## config.mk

```make
export PLATFORM = sky130hd
export DESIGN_NAME = rpt_info_port
export DESIGN_NICKNAME = d
export VERILOG_FILES = /design/src/rtl/rpt_pkg.sv /design/src/rtl/rpt_list_buf.sv /design/src/rtl/rpt_hs_ctrl.sv /design/src/rtl/rpt_type_reg.sv /design/src/rtl/rpt_info_port.sv
export SDC_FILE = /design/constraint.sdc
export NUM_CORES = 1
export LEC_CHECK = 0
export BUFFER_PORTS_ARGS = -buffer_cell sky130_fd_sc_hd__buf_2
export CAP_MARGIN = 30
export CELL_PAD_IN_SITES_DETAIL_PLACEMENT = 1
export CELL_PAD_IN_SITES_GLOBAL_PLACEMENT = 2
export CORE_ASPECT_RATIO = 1.2
export CORE_UTILIZATION = 40
export CTS_CLUSTER_SIZE = 24
export DETAILED_ROUTE_END_ITERATION = 7
export PLACE_DENSITY_LB_ADDON = 0.08
export SETUP_SLACK_MARGIN = 0.02
export SLEW_MARGIN = 10
export SYNTH_ARGS = -nofsm -noshare
export SYNTH_HDL_FRONTEND = slang
export SYNTH_HIERARCHICAL = 1
export SYNTH_SLANG_ARGS = --single-unit
```

## constraint.sdc

```tcl
create_clock -name clk -period 7.2 [get_ports clk]
set_input_delay 0 -clock clk [delete_from_list [all_inputs] [get_ports clk]]
set_output_delay 0 -clock clk [all_outputs]
set_load 0.1 [all_outputs]
```

## src/rtl/rpt_pkg.sv

```systemverilog
package rpt_pkg;
  typedef enum logic [1:0] {
    A_LIST = 2'd0,
    A_INFO = 2'd1,
    A_TYPE = 2'd2,
    A_MODE = 2'd3
  } rpt_addr_e;

  localparam int unsigned VALID_BIT = 16;
  localparam int unsigned READY_BIT = 17;
  localparam int unsigned REQ_BIT   = 18;
  localparam int unsigned INFO_W    = 16;
  localparam int unsigned TVLD_BIT  = 8;
endpackage

```

## src/rtl/rpt_list_buf.sv

```systemverilog
module rpt_list_buf #(
  parameter int unsigned DEPTH = 155,
  parameter int unsigned PTR_W = 8
) (
  input  logic             clk,
  input  logic             rst_n,
  input  logic             clr,
  input  logic             push,
  input  logic [7:0]       din,
  input  logic [PTR_W-1:0] rd_idx,
  output logic [7:0]       dout,
  output logic [PTR_W-1:0] len
);
  logic [7:0]       mem [DEPTH];
  logic [PTR_W-1:0] len_q, len_d;
  logic             full, do_push;

  assign full    = (len_q == PTR_W'(DEPTH));
  assign do_push = push & ~full & ~clr;

  always_comb begin
    len_d = len_q;
    if (clr)          len_d = '0;
    else if (do_push) len_d = len_q + 1'b1;
  end

  always_ff @(posedge clk or negedge rst_n) begin
    if (!rst_n) len_q <= '0;
    else        len_q <= len_d;
  end

  always_ff @(posedge clk) begin
    if (do_push) mem[len_q] <= din;
  end

  assign dout = (rd_idx < PTR_W'(DEPTH)) ? mem[rd_idx] : 8'h00;
  assign len  = len_q;


  len_bound_chk: assert property (@(posedge clk) disable iff (!rst_n)
    len_q <= PTR_W'(DEPTH));


  full_drop_chk: assert property (@(posedge clk) disable iff (!rst_n)
    (full && push && !clr) |=> $stable(len_q));
endmodule

```

## src/rtl/rpt_hs_ctrl.sv

```systemverilog
module rpt_hs_ctrl
  import rpt_pkg::*;
(
  input  logic              clk,
  input  logic              rst_n,
  input  logic              core_req,
  input  logic              core_consume,
  input  logic              info_wr,
  input  logic [INFO_W:0]   info_wdata,
  output logic              request,
  output logic              ready,
  output logic              valid,
  output logic [INFO_W-1:0] rxinfo,
  output logic              req_rise
);
  logic              req_q, req_d, rdy_q, rdy_d, vld_q, vld_d;
  logic [INFO_W-1:0] info_q, info_d;

  always_comb begin
    req_d  = req_q;
    rdy_d  = rdy_q;
    vld_d  = vld_q;
    info_d = info_q;
    if (core_req) begin
      req_d = 1'b1;
      rdy_d = 1'b1;
      vld_d = 1'b0;
    end else if (core_consume && vld_q) begin
      vld_d = 1'b0;
      rdy_d = 1'b1;
    end else if (info_wr && rdy_q) begin
      info_d = info_wdata[INFO_W-1:0];
      if (info_wdata[INFO_W]) begin
        vld_d = 1'b1;
        req_d = 1'b0;
        rdy_d = 1'b0;
      end
    end
  end

  always_ff @(posedge clk or negedge rst_n) begin
    if (!rst_n) begin
      req_q  <= 1'b0;
      rdy_q  <= 1'b0;
      vld_q  <= 1'b0;
      info_q <= '0;
    end else begin
      req_q  <= req_d;
      rdy_q  <= rdy_d;
      vld_q  <= vld_d;
      info_q <= info_d;
    end
  end

  assign request  = req_q;
  assign ready    = rdy_q;
  assign valid    = vld_q;
  assign rxinfo   = info_q;
  assign req_rise = core_req & ~req_q;


  req_needs_ready_chk: assert property (@(posedge clk) disable iff (!rst_n)
    req_q |-> rdy_q);


  valid_excl_ready_chk: assert property (@(posedge clk) disable iff (!rst_n)
    vld_q |-> !rdy_q);


  consume_reopen_chk: assert property (@(posedge clk) disable iff (!rst_n)
    (core_consume && vld_q && !core_req) |=> (rdy_q && !vld_q));
endmodule

```

## src/rtl/rpt_type_reg.sv

```systemverilog
module rpt_type_reg (
  input  logic       clk,
  input  logic       rst_n,
  input  logic       set,
  input  logic [7:0] code,
  input  logic       sw_rd,
  output logic [7:0] type_o,
  output logic       valid_o
);
  logic [7:0] type_q, type_d;
  logic       vld_q, vld_d;

  always_comb begin
    type_d = type_q;
    vld_d  = vld_q;
    if (set) begin
      type_d = (code == 8'h00) ? 8'h00 : 8'h01;
      vld_d  = 1'b1;
    end else if (sw_rd) begin
      vld_d = 1'b0;
    end
  end

  always_ff @(posedge clk or negedge rst_n) begin
    if (!rst_n) begin
      type_q <= '0;
      vld_q  <= 1'b0;
    end else begin
      type_q <= type_d;
      vld_q  <= vld_d;
    end
  end

  assign type_o  = type_q;
  assign valid_o = vld_q;


  type_range_chk: assert property (@(posedge clk) disable iff (!rst_n)
    type_q <= 8'h01);


  rd_clears_chk: assert property (@(posedge clk) disable iff (!rst_n)
    (sw_rd && !set) |=> !vld_q);
endmodule

```

## src/rtl/rpt_info_port.sv

```systemverilog
module rpt_info_port
  import rpt_pkg::*;
#(
  parameter int unsigned ID_BYTES = 5,
  parameter int unsigned MAX_IDS  = 31,
  localparam int unsigned DEPTH   = ID_BYTES * MAX_IDS,
  localparam int unsigned PTR_W   = $clog2(DEPTH + 1)
) (
  input  logic              clk,
  input  logic              rst_n,
  input  logic              wr_en,
  input  logic              rd_en,
  input  logic [1:0]        addr,
  input  logic [31:0]       wdata,
  output logic [31:0]       rdata,
  input  logic              core_req,
  input  logic              core_consume,
  input  logic              core_type_wr,
  input  logic [7:0]        core_type,
  input  logic [PTR_W-1:0]  core_rd_idx,
  output logic [7:0]        core_rd_byte,
  output logic [PTR_W-1:0]  core_list_len,
  output logic [15:0]       core_rxinfo,
  output logic              core_list_valid,
  output logic              repeater_mode
);
  logic              request, ready, valid, req_rise;
  logic [INFO_W-1:0] rxinfo;
  logic [7:0]        type_val;
  logic              type_vld;
  logic              mode_q, mode_d;
  logic              list_push, info_wr, mode_wr, type_rd;
  logic              unused_bits;

  assign list_push   = wr_en & (addr == A_LIST) & ready;
  assign info_wr     = wr_en & (addr == A_INFO);
  assign mode_wr     = wr_en & (addr == A_MODE);
  assign type_rd     = rd_en & (addr == A_TYPE);
  assign unused_bits = ^wdata[31:INFO_W+1];

  rpt_list_buf #(.DEPTH(DEPTH), .PTR_W(PTR_W)) i_list (
    .clk    (clk),
    .rst_n  (rst_n),
    .clr    (req_rise),
    .push   (list_push),
    .din    (wdata[7:0]),
    .rd_idx (core_rd_idx),
    .dout   (core_rd_byte),
    .len    (core_list_len)
  );

  rpt_hs_ctrl i_hs (
    .clk          (clk),
    .rst_n        (rst_n),
    .core_req     (core_req),
    .core_consume (core_consume),
    .info_wr      (info_wr),
    .info_wdata   (wdata[INFO_W:0]),
    .request      (request),
    .ready        (ready),
    .valid        (valid),
    .rxinfo       (rxinfo),
    .req_rise     (req_rise)
  );

  rpt_type_reg i_type (
    .clk     (clk),
    .rst_n   (rst_n),
    .set     (core_type_wr),
    .code    (core_type),
    .sw_rd   (type_rd),
    .type_o  (type_val),
    .valid_o (type_vld)
  );

  always_comb begin
    mode_d = mode_q;
    if (mode_wr) mode_d = wdata[0];
  end

  always_ff @(posedge clk or negedge rst_n) begin
    if (!rst_n) mode_q <= 1'b0;
    else        mode_q <= mode_d;
  end

  always_comb begin
    rdata = '0;
    if (rd_en) begin
      unique case (addr)
        A_INFO: begin
          rdata[INFO_W-1:0] = rxinfo;
          rdata[VALID_BIT]  = valid;
          rdata[READY_BIT]  = ready;
          rdata[REQ_BIT]    = request;
        end
        A_TYPE: begin
          rdata[7:0]      = type_val;
          rdata[TVLD_BIT] = type_vld;
        end
        A_MODE:  rdata[0] = mode_q;
        default: rdata = '0;
      endcase
    end
  end

  assign core_rxinfo     = rxinfo;
  assign core_list_valid = valid;
  assign repeater_mode   = mode_q;


  locked_list_chk: assert property (@(posedge clk) disable iff (!rst_n)
    (wr_en && addr == A_LIST && !ready && !core_req) |=> $stable(core_list_len));


  req_clears_len_chk: assert property (@(posedge clk) disable iff (!rst_n)
    (core_req && !request) |=> (core_list_len == '0));


  mode_write_chk: assert property (@(posedge clk) disable iff (!rst_n)
    mode_wr |=> (repeater_mode == $past(wdata[0])));
endmodule

```

Word level (Yosys, flattened, before mapping)
Memory sizes are Yosys's and may differ from the RTL's.
Index checks and enable logic that the tools add are counted.

word-level totals
  register bits = 37
  bits in writable memories = 1,240
  input port bits = 57
  output and inout port bits = 66
  logic and storage cells = 64
  memories = 1

operators by class
  add/sub/neg operators = 1
  magnitude comparators = 1
  equal/unequal tests = 5
  mux-type cells = 22
  bitwise logic cells = 13
  reduce and logical (&&, ||, !) cells = 13

memories
  memory      words  width  rd ports  clocked after Yosys merged registers in  write ports  line                source
  i_list.mem  155    8      1         0                                        1            rpt_list_buf.sv:14  logic [7:0] mem [DEPTH];

operators with widths
  kind                 count
  $mux 8               3
  $mux 19              1
  $pmux 8 s2           1
  $mux 1               15
  $mux 10              1
  $add 8x1->8 const B  1
  $and 1x1->1          8
  $eq 8x8->1 const B   1
  $logic_not 8->1      1
  $lt 8x8->1 const B   1
  $reduce_bool 2->1    4
  $reduce_and 3->1     2
  $reduce_bool 3->1    2
  $not 1->1            5
  $eq 2x2->1 const B   2
  $pmux 1 s3           1
  $eq 2x1->1 const B   1
  $logic_and 1x1->1    2
  $logic_not 2->1      1
  $ne 2x2->1 const B   1
  $reduce_and 2->1     1

Longest topological paths before layout
Gate-level depths: netlist of run 1.

  depth after elaboration = 7
  gate-level depth with buffers = 12
  gate-level depth less buffers = 9

Hierarchy
Netlist of run 1, hierarchy kept.

modules (own cells, without submodules)
  module         instances  cells each  area an instance (um^2)
  rpt_list_buf   1          2,362       49,024.5
  rpt_hs_ctrl    1          47          775.7
  rpt_info_port  1          59          417.9
  rpt_type_reg   1          16          152.6

Least setup slack after synthesis of run 1
No wires, ideal clock.

  path type = reg-to-reg
  start = register i_list.len_q[3], in the netlist i_list/len[3]
  end = memory i_list.mem[123][0] (enable)
  setup time = 0.398 ns
  data arrival time = 3.244 ns
  required time = 6.802 ns
  setup slack = 3.558 ns
  cell stages (with the launch flop) = 10
  buffers on the path = 3
  cell sequence = dfrtp_1 -> clkbuf_1 -> nor2b_1 -> clkbuf_1 -> nand3_1 -> nand2_1 -> nor2_1 -> clkbuf_1 -> nand3_1 -> nor4b_1

between the ends
  word-level cells in the longest chain between the ends = 6

ends and longest elaborated chain
  item                          line                source
  from (decl)                   rpt_list_buf.sv:15  logic [PTR_W-1:0] len_q, len_d;
  from (signal assigned)        rpt_list_buf.sv:29  else len_q <= len_d;
  $eq 8x8->1                    rpt_list_buf.sv:18  assign full = (len_q == PTR_W'(DEPTH));
  $not 1->1                     rpt_list_buf.sv:19  assign do_push = push & ~full & ~clr;
  $and 1x1->1 (2 in a row)      rpt_list_buf.sv:19
  $mux 1                        rpt_list_buf.sv:33  if (do_push) mem[len_q] <= din;
  $mux 1 (not written as such)  rpt_list_buf.sv:33
  to (decl)                     rpt_list_buf.sv:14

Several ways; a longest one is shown, not always the timed one.

Final worst setup path of run 1
  start = input port core_rd_idx[0]
  end = output port core_rd_byte[1]

between the ends
  word-level cells in the longest chain between the ends = 2
  elaborated cells on any way between the ends = 3
  those cells by class = 1 x order compare; 1 x mux; 1 x memory

ends and longest elaborated chain
  item                                                line                 source
  from (decl)                                         rpt_info_port.sv:20  input logic [PTR_W-1:0] core_rd_idx,
  $mem_v2 155x8 / $lt 8x8->1 (equally long branches)  -
  $mux 8 *                                            rpt_list_buf.sv:36   assign dout = (rd_idx < PTR_W'(DEPTH)) ? mem[rd_idx] : 8'h00;
  to (decl)                                           rpt_info_port.sv:21  output logic [7:0] core_rd_byte,

Every way passes the cells marked *; elsewhere a longest branch is shown, timed or not.

==> results of run 1 <==
==> per-layer routing <==
metal	vias up	routed length, µm	global-route usage (%)
met2	688	73050	38.93
met3	174	6670	3.485
met1	13708	59700	30.15
met4	0	3746	7.119
met5	-	0	0
li1	10627	-	-
==> cell usage in the layout (no fill, tap or decap), drive strengths merged, types with 4 or more instances in the layout <==
cell type / n
nand2b: 5
nand3: 29
dlygate4sd3: 51
ha: 8
mux4: 300
a31o: 4
nand2: 86
nor3: 20
mux2i: 83
nor3b: 6
o22ai: 20
clkinv: 56
nand4: 6
and2: 7
dfrtp: 30
a211oi: 7
inv: 21
edfxtp: 1240
nor4b: 4
o211ai: 9
bufinv: 10
a2bb2oi: 5
buf: 166
conb: 20
a221oi: 9
nor4: 4
a22oi: 29
and3: 15
a31oi: 14
a21oi: 29
nor2: 200
a22o: 9
o21ai: 20
nor2b: 19
a221o: 8
clkbuf: 167
mux2: 36
==> worst max-delay path by stage <==
stage	start	endpoint	slack, ps
2_1_floorplan	i_list/len[3]	i_list/mem[123][0]	3560
3_3_place_gp	i_list/len[3]	i_list/mem[70][5]	2760
3_5_place_dp	core_rd_idx[0]	core_rd_byte[1]	3190
4_1_cts	core_rd_idx[0]	core_rd_byte[3]	3190
5_1_grt	core_rd_idx[0]	core_rd_byte[2]	2990
6_report	core_rd_idx[0]	core_rd_byte[1]	3160
==> cell usage after synthesis, types with 8 or more instances <==
library cell	count	area share [%]
sky130_fd_sc_hd__edfxtp_1	1240	74
sky130_fd_sc_hd__mux4_2	300	13
sky130_fd_sc_hd__nor2_1	200	1.5
sky130_fd_sc_hd__nand2_1	86	0.64
sky130_fd_sc_hd__mux2i_1	83	1.6
sky130_fd_sc_hd__buf_2	50	0.50
sky130_fd_sc_hd__clkbuf_1	49	0.37
sky130_fd_sc_hd__buf_4	44	0.66
sky130_fd_sc_hd__dfrtp_1	30	1.5
sky130_fd_sc_hd__a22oi_1	29	0.43
sky130_fd_sc_hd__nand3_1	29	0.29
sky130_fd_sc_hd__mux2_2	28	0.63
sky130_fd_sc_hd__a21oi_1	27	0.27
sky130_fd_sc_hd__nor3_1	20	0.20
sky130_fd_sc_hd__o22ai_1	20	0.25
sky130_fd_sc_hd__nor2b_1	19	0.24
sky130_fd_sc_hd__o21ai_0	18	0.18
sky130_fd_sc_hd__a31oi_1	14	0.17
sky130_fd_sc_hd__and3_1	14	0.17
sky130_fd_sc_hd__inv_1	12	0.089
sky130_fd_sc_hd__a221oi_1	9	0.16
sky130_fd_sc_hd__a22o_1	9	0.16
sky130_fd_sc_hd__o211ai_1	9	0.13
sky130_fd_sc_hd__a221o_1	8	0.16
sky130_fd_sc_hd__buf_1	8	0.060
sky130_fd_sc_hd__buf_6	8	0.18
sky130_fd_sc_hd__ha_1	8	0.20
sky130_fd_sc_hd__mux2_4	8	0.24
==> final cells by class <==
class / instances / area share, %
inverter: 14 / 0.09331
tap: 1656 / 3.593
clock inverter: 75 / 1.276
clock buffer: 167 / 6.067
timing repair buffer: 218 / 3.114
multi-input combinational: 1058 / 19.98
sequential: 1270 / 65.88
==> flip-flops by register name (all words and copies together) (netlist names) <==
register / flops
repeater_mode: 1
i_type/type_o: 1
i_hs/request: 1
i_hs/valid: 1
i_hs/ready: 1
i_type/valid_o: 1
i_hs/rxinfo: 16
i_list/len: 8
i_list/mem: 1240
==> power by group <==
part           switching, mW  internal (mW)  leakage, nW
clock                   2.90           3.84         2.07
sequential            0.0415           8.16         11.5
combinational           1.13          0.394         4.79
==> cells by family after synthesis <==
| family | count (synthesis) |
|---|---|
| buffers and inverters | 174 |
| other | 2 |
| XOR/XNOR | 6 |
| flip-flops | 1270 |
| AND/OR/NAND/NOR | 414 |
| multiplexers | 419 |
| AO/OA/AOI/OAI | 191 |
| adder cells (fa/ha/maj) | 8 |
==> worst reg2reg max path, delay by kind of cell, from the launching register on <==
kind / cells / cell delay [ps]
DFF: 1 / 510
and+or+nand+nor: 6 / 2700
buffers and inverters: 1 / 230
==> metrics by stage <==
step	area (µm²)	utilization [%]
after floorplan	50440	-
after global placement	52620	42.13
after detailed placement	52800	42.27
after CTS	57570	46.09
after global routing	57660	46.16
final	57660	46.16
==> impl_metrics.tcl, run 1 <==
set metrics [dict create \
    crit_path_max_delay_family "compound AO/OA/AOI/OAI gates" \
    postCtsSetupBuffers 0 \
    clkTransAtPathRegs_ps 60 \
    clock_latency_ps 770 \
    final-seq-area_um2 37990 \
    cap_violations 0 \
    r2r_cells 7 \
    grt.overflow.total 0 \
    yosysWarningCount 6 \
    routed_wirelength_mm 143.2 \
    synth-simple-area-share_pct 3.721 \
    synth_compound_gate_area_share_pct 2.720 \
    slowest_stage_delay_cp_ps 790 \
    dp.cells 4153 \
    yosysUniqueCellTypes 70 \
    power_density_nw_per_um2 285.5 \
    detailedRoute.firstIterationViolations 2232 \
    skew_ps 19.30 \
    pin_count 123 \
    ant_nets 0 \
    cts-root-to-sink-buffers 3 \
    initial_antenna_violation_count 8 \
    critPathCaptureType "output port" \
    timing.setup.tns_ps 0 \
    layout.filler_cells 11441 \
    die_x_um 325.9 \
    post_synth_xor_area_fraction_pct 0.1043 \
    hold_ws_ps 63.41 \
    setup_viol_count_final 0 \
    rrSetupSlack_ps 3380 \
    hold_viol_final 0 \
    grt_setup_unrepaired "no" \
    placement_rows 142 \
    power.leakage_nw 18.36 \
    path_max_fanout 68 \
    largest_family_of_logic_cells_by_synthesized_area "multiplexers" \
    postSynthCellCount 2484 \
    die-area_um2 127400 \
    slew_headroom_pct 32.12 \
    grt_pass1_wl_mm 203.7 \
    setup.worst_path.start_class "input pin" \
    placeableCoreArea_um2 124900 \
    wl_per_cell_um 32.11 \
    hp-class "input pin to register" \
    timing.critical_path.buf_inv 3 \
    route.detailed.drc 0 \
    finish.net_count 2762 \
    total_number_of_clock_tree_sinks 1270 \
    timing_worst_slew_pin_value_ps 1015 \
    postCtsHoldBufs 52 \
    mappedNetlistArea_um2 50370 \
    crit_required_ps 7200 \
    die_height_um 390.7 \
    timing.rr.start "i_list/len[3]" \
    first_global_vias 26925 \
    stages_on_worst_setup_path 9 \
    tritoncts_clock_tree "done" \
    cpMaxStageDelayCell "sky130_fd_sc_hd__a211oi_1" \
    combined_area_of_the_multi_input_logic_cells_um2 11520 \
    crit_chain "buf_8 -> buf_4 -> mux4_2 -> a22o_1 -> a211oi_1 -> nor2b_1 -> a21oi_1 -> a31oi_1 -> buf_2" \
    cts_root_buf "sky130_fd_sc_hd__clkbuf_16" \
    dominantRegCellSynth "sky130_fd_sc_hd__edfxtp_1" \
    cts_max_level 4 \
    whs_path_depth 3 \
    dp.final_hpwl_mm 90.15 \
    final_cell_count_no_fill 4458 \
    total_power_mw 16.46 \
    max_clock_freq_ghz 0.2473 \
    asyncSetResetFlopFracSynth_pct 2.362 \
    drive_above_1_share_pct 25.37 \
    hold_path_startpoint "wdata[16]" \
    crit_path_kind "input pin to output port" \
    destination_of_the_worst_register_to_register_timing_path "i_list/mem[129][3]" \
    cts_resized 0 \
    min_period_ps 4044 \
    cts_buffers 135 \
    max_ir_drop_vdd_mv 0.2609 \
    endpoint_of_the_worst_hold_timing_path "i_hs/valid" \
    synthMuxAreaShare_pct 15.93 \
    post_synthesis_sequential_area_ratio_pct 75.41 \
    initial_utilization_pct 40.33 \
    antenna-diode-count 0 \
    gpl.final_weighted_congestion 0.8249 \
    dp_slack_ps 3192 \
    via_per_inst 5.652 \
    area.growth.synth_to_final_pct 14.47 \
    yosys_register_bits 1270 \
    synth_enable_flop_cells 1240 \
    synth_area_per_cell_um2 20.28 \
    fin_crit_share_pct 56.16 \
    portbufs 94 \
    detailedRoute.firstPassIterationCount 5 \
    post_synth_fa_ha_maj_area_fraction_pct 0.1987 \
    gr-usage-all-layers_pct 22.84 \
    grt_max_degree 120 \
    worst_ep_arrival_time_ps 4040 \
    timing_max_transition_violations_final 0 \
    status "completed" \
    layout_setup_ws_ps 3156 \
    via_count 25197 \
]
Power figures use the tool's default switching activity.
==> inputs of run 2 (changes only) <==
==> constraint.sdc (replaced) <==
create_clock -name clk -period 4.13 [get_ports clk]
set_input_delay 0 -clock clk [delete_from_list [all_inputs] [get_ports clk]]
set_output_delay 0 -clock clk [all_outputs]
set_load 0.1 [all_outputs]
==> impl_metrics.tcl, run 2 (synthesis results as in run 1) <==
set metrics [dict create \
    status "completed" \
    tritoncts_clock_tree "done" \
    path_max_fanout 2 \
    max_clock_freq_ghz 0.2551 \
    cts_root_buf "sky130_fd_sc_hd__clkbuf_16" \
    timing.critical_path.from "i_list/mem[62][0]" \
    hp-class "input pin to register" \
    timing.setup.tns_ps 0 \
    rrSetupSlack_ps 550 \
    final_core_util_pct 46.78 \
    pin_count 123 \
    critPathCaptureType "output port" \
    registers.top_by_ff_count "i_list/mem" \
    layout.filler_cells 11440 \
    ant_nets 0 \
    placement_rows 142 \
    skew_ps 27.33 \
    gr-usage-all-layers_pct 23.17 \
    area.growth.synth_to_final_pct 15.99 \
    placeableCoreArea_um2 124900 \
    initial_antenna_violation_count 4 \
    final_cell_count_no_fill 4555 \
    crit_path_kind "register to output port" \
    number_of_flip_flops_in_the_largest_register 1240 \
    commonest_cells_after_routing_fill_and_taps_aside "1240 x sky130_fd_sc_hd__edfxtp_1, 300 x sky130_fd_sc_hd__mux4_2, 200 x sky130_fd_sc_hd__nor2_1" \
    via_count 25680 \
    cts_max_level 4 \
    route.detailed.drc 0 \
    dp_slack_ps 176.8 \
    die-area_um2 127400 \
    via_per_inst 5.638 \
    postLayoutCellArea_um2 58430 \
    layout_setup_ws_ps 209.6 \
    postCtsSetupBuffers 0 \
    combined_area_of_the_multi_input_logic_cells_um2 11530 \
    cts-root-to-sink-buffers 3 \
    dp.cells 4260 \
    drive_above_1_share_pct 27.86 \
    hold_viol_final 0 \
    total_power_mw 28.43 \
    die_height_um 390.7 \
    total_number_of_clock_tree_sinks 1270 \
    setup_viol_count_final 0 \
    destination_of_the_worst_register_to_register_timing_path "i_list/mem[83][4]" \
    r2r_cells 7 \
    power.leakage_nw 18.81 \
    detailedRoute.firstIterationViolations 2151 \
    clock_latency_ps 770 \
    detailedRoute.firstPassIterationCount 5 \
    first_global_vias 27282 \
    cts_buffers 133 \
    wl_per_cell_um 31.91 \
    setup.worst_path.start_class "register" \
    hold_ws_ps 81.84 \
    fin_crit_share_pct 94.93 \
    cap_violations 0 \
    grt_setup_unrepaired "no" \
    dp.final_hpwl_mm 93.42 \
    timing.rr.start "i_list/len[2]" \
    postPlaceCellArea_um2 53680 \
    final-seq-area_um2 37990 \
    worst_ep_arrival_time_ps 3920 \
    max_ir_drop_vdd_mv 0.3719 \
    die_x_um 325.9 \
    initial_utilization_pct 40.33 \
    timing_worst_slew_pin_value_ps 1022 \
    finish.net_count 2864 \
    timing_max_transition_violations_final 0 \
    grt_pass1_wl_mm 207.0 \
    routed_wirelength_mm 145.4 \
    min_period_ps 3920 \
    clkTransAtPathRegs_ps 60 \
    grt.overflow.total 0 \
    portbufs 94 \
    slew_headroom_pct 31.61 \
    mostFrequentLayoutCell "sky130_fd_sc_hd__edfxtp_1" \
    grt_max_degree 126 \
    gpl.final_weighted_congestion 0.7933 \
    power_density_nw_per_um2 486.6 \
    crit_required_ps 4130 \
    endpoint "core_rd_byte[0]" \
]
-- run 2: cell count changes in the layout (fill, tap and decap cells not counted), moves of 3 or more --
cell | before | now
sky130_fd_sc_hd__bufinv_16 | 10 | 7
sky130_fd_sc_hd__clkinv_2 | 25 | 15
sky130_fd_sc_hd__clkinvlp_4 | 2 | 11
sky130_fd_sc_hd__buf_12 | 10 | 20
sky130_fd_sc_hd__inv_16 | 3 | 0
sky130_fd_sc_hd__clkinv_1 | 25 | 21
sky130_fd_sc_hd__clkbuf_1 | 32 | 36
sky130_fd_sc_hd__buf_4 | 57 | 156
sky130_fd_sc_hd__buf_8 | 5 | 2
-- run 2: power by group --
group | switching (mW) | total [mW] | internal [mW]
logic | 1.99 | 2.72 | 0.734
registers | 0.0822 | 14.3 | 14.2
clock network | 4.98 | 11.4 | 6.43
total | 7.05 | 28.4 | 21.4
-- run 2: layout make-up --
cell class | count | share of cell area [%]
timing repair buffer | 322 | 4.645
clock buffer | 170 | 5.971
clock inverter | 63 | 0.9787
tap | 1656 | 3.546
multi-input combinational | 1058 | 19.74
sequential | 1270 | 65.02
antenna | 2 | 0.008566
inverter | 14 | 0.09209
-- run 2: critical path: stages, from the launching register on --
cell and delay (ps):
sky130_fd_sc_hd__edfxtp_1 360, sky130_fd_sc_hd__mux4_2 490, sky130_fd_sc_hd__mux2_2 340, sky130_fd_sc_hd__a211oi_2 530, sky130_fd_sc_hd__o22ai_1 340, sky130_fd_sc_hd__a2111oi_4 550, sky130_fd_sc_hd__buf_4 190, sky130_fd_sc_hd__o21ai_1 60
sky130_fd_sc_hd__buf_2 300
-- run 2: worst min-delay path by stage --
stage	start	to	slack, ps	depth (start not counted)
after CTS	core_type[4]	i_type/type_o[0]	20	4
after detailed placement	rst_n	i_hs/rxinfo[14]	120	1
after global placement	rst_n	i_hs/rxinfo[0]	110	1
after floorplan	rst_n	i_hs/ready	-300	0
final	core_type[4]	i_type/type_o[0]	80	4
after global routing	core_type[5]	i_type/type_o[0]	60	4
-- run 2: per-layer routing --
| layer | wire [µm] | GRT usage [%] | share of wire, % |
|---|---|---|---|
| met4 | 3757 | 7.085 | 2.6 |
| met2 | 73090 | 38.84 | 50 |
| met5 | 9 | 0 | 0.0062 |
| met1 | 61120 | 30.97 | 42 |
| met3 | 7385 | 3.876 | 5.1 |
-- run 2: repair_timing --
item                                    4_1_cts  5_1_grt
endpoints found under the setup margin        1        0
endpoints found under the hold margin       740        0
hold buffers                                 50        0
gates resized for setup                       2        0
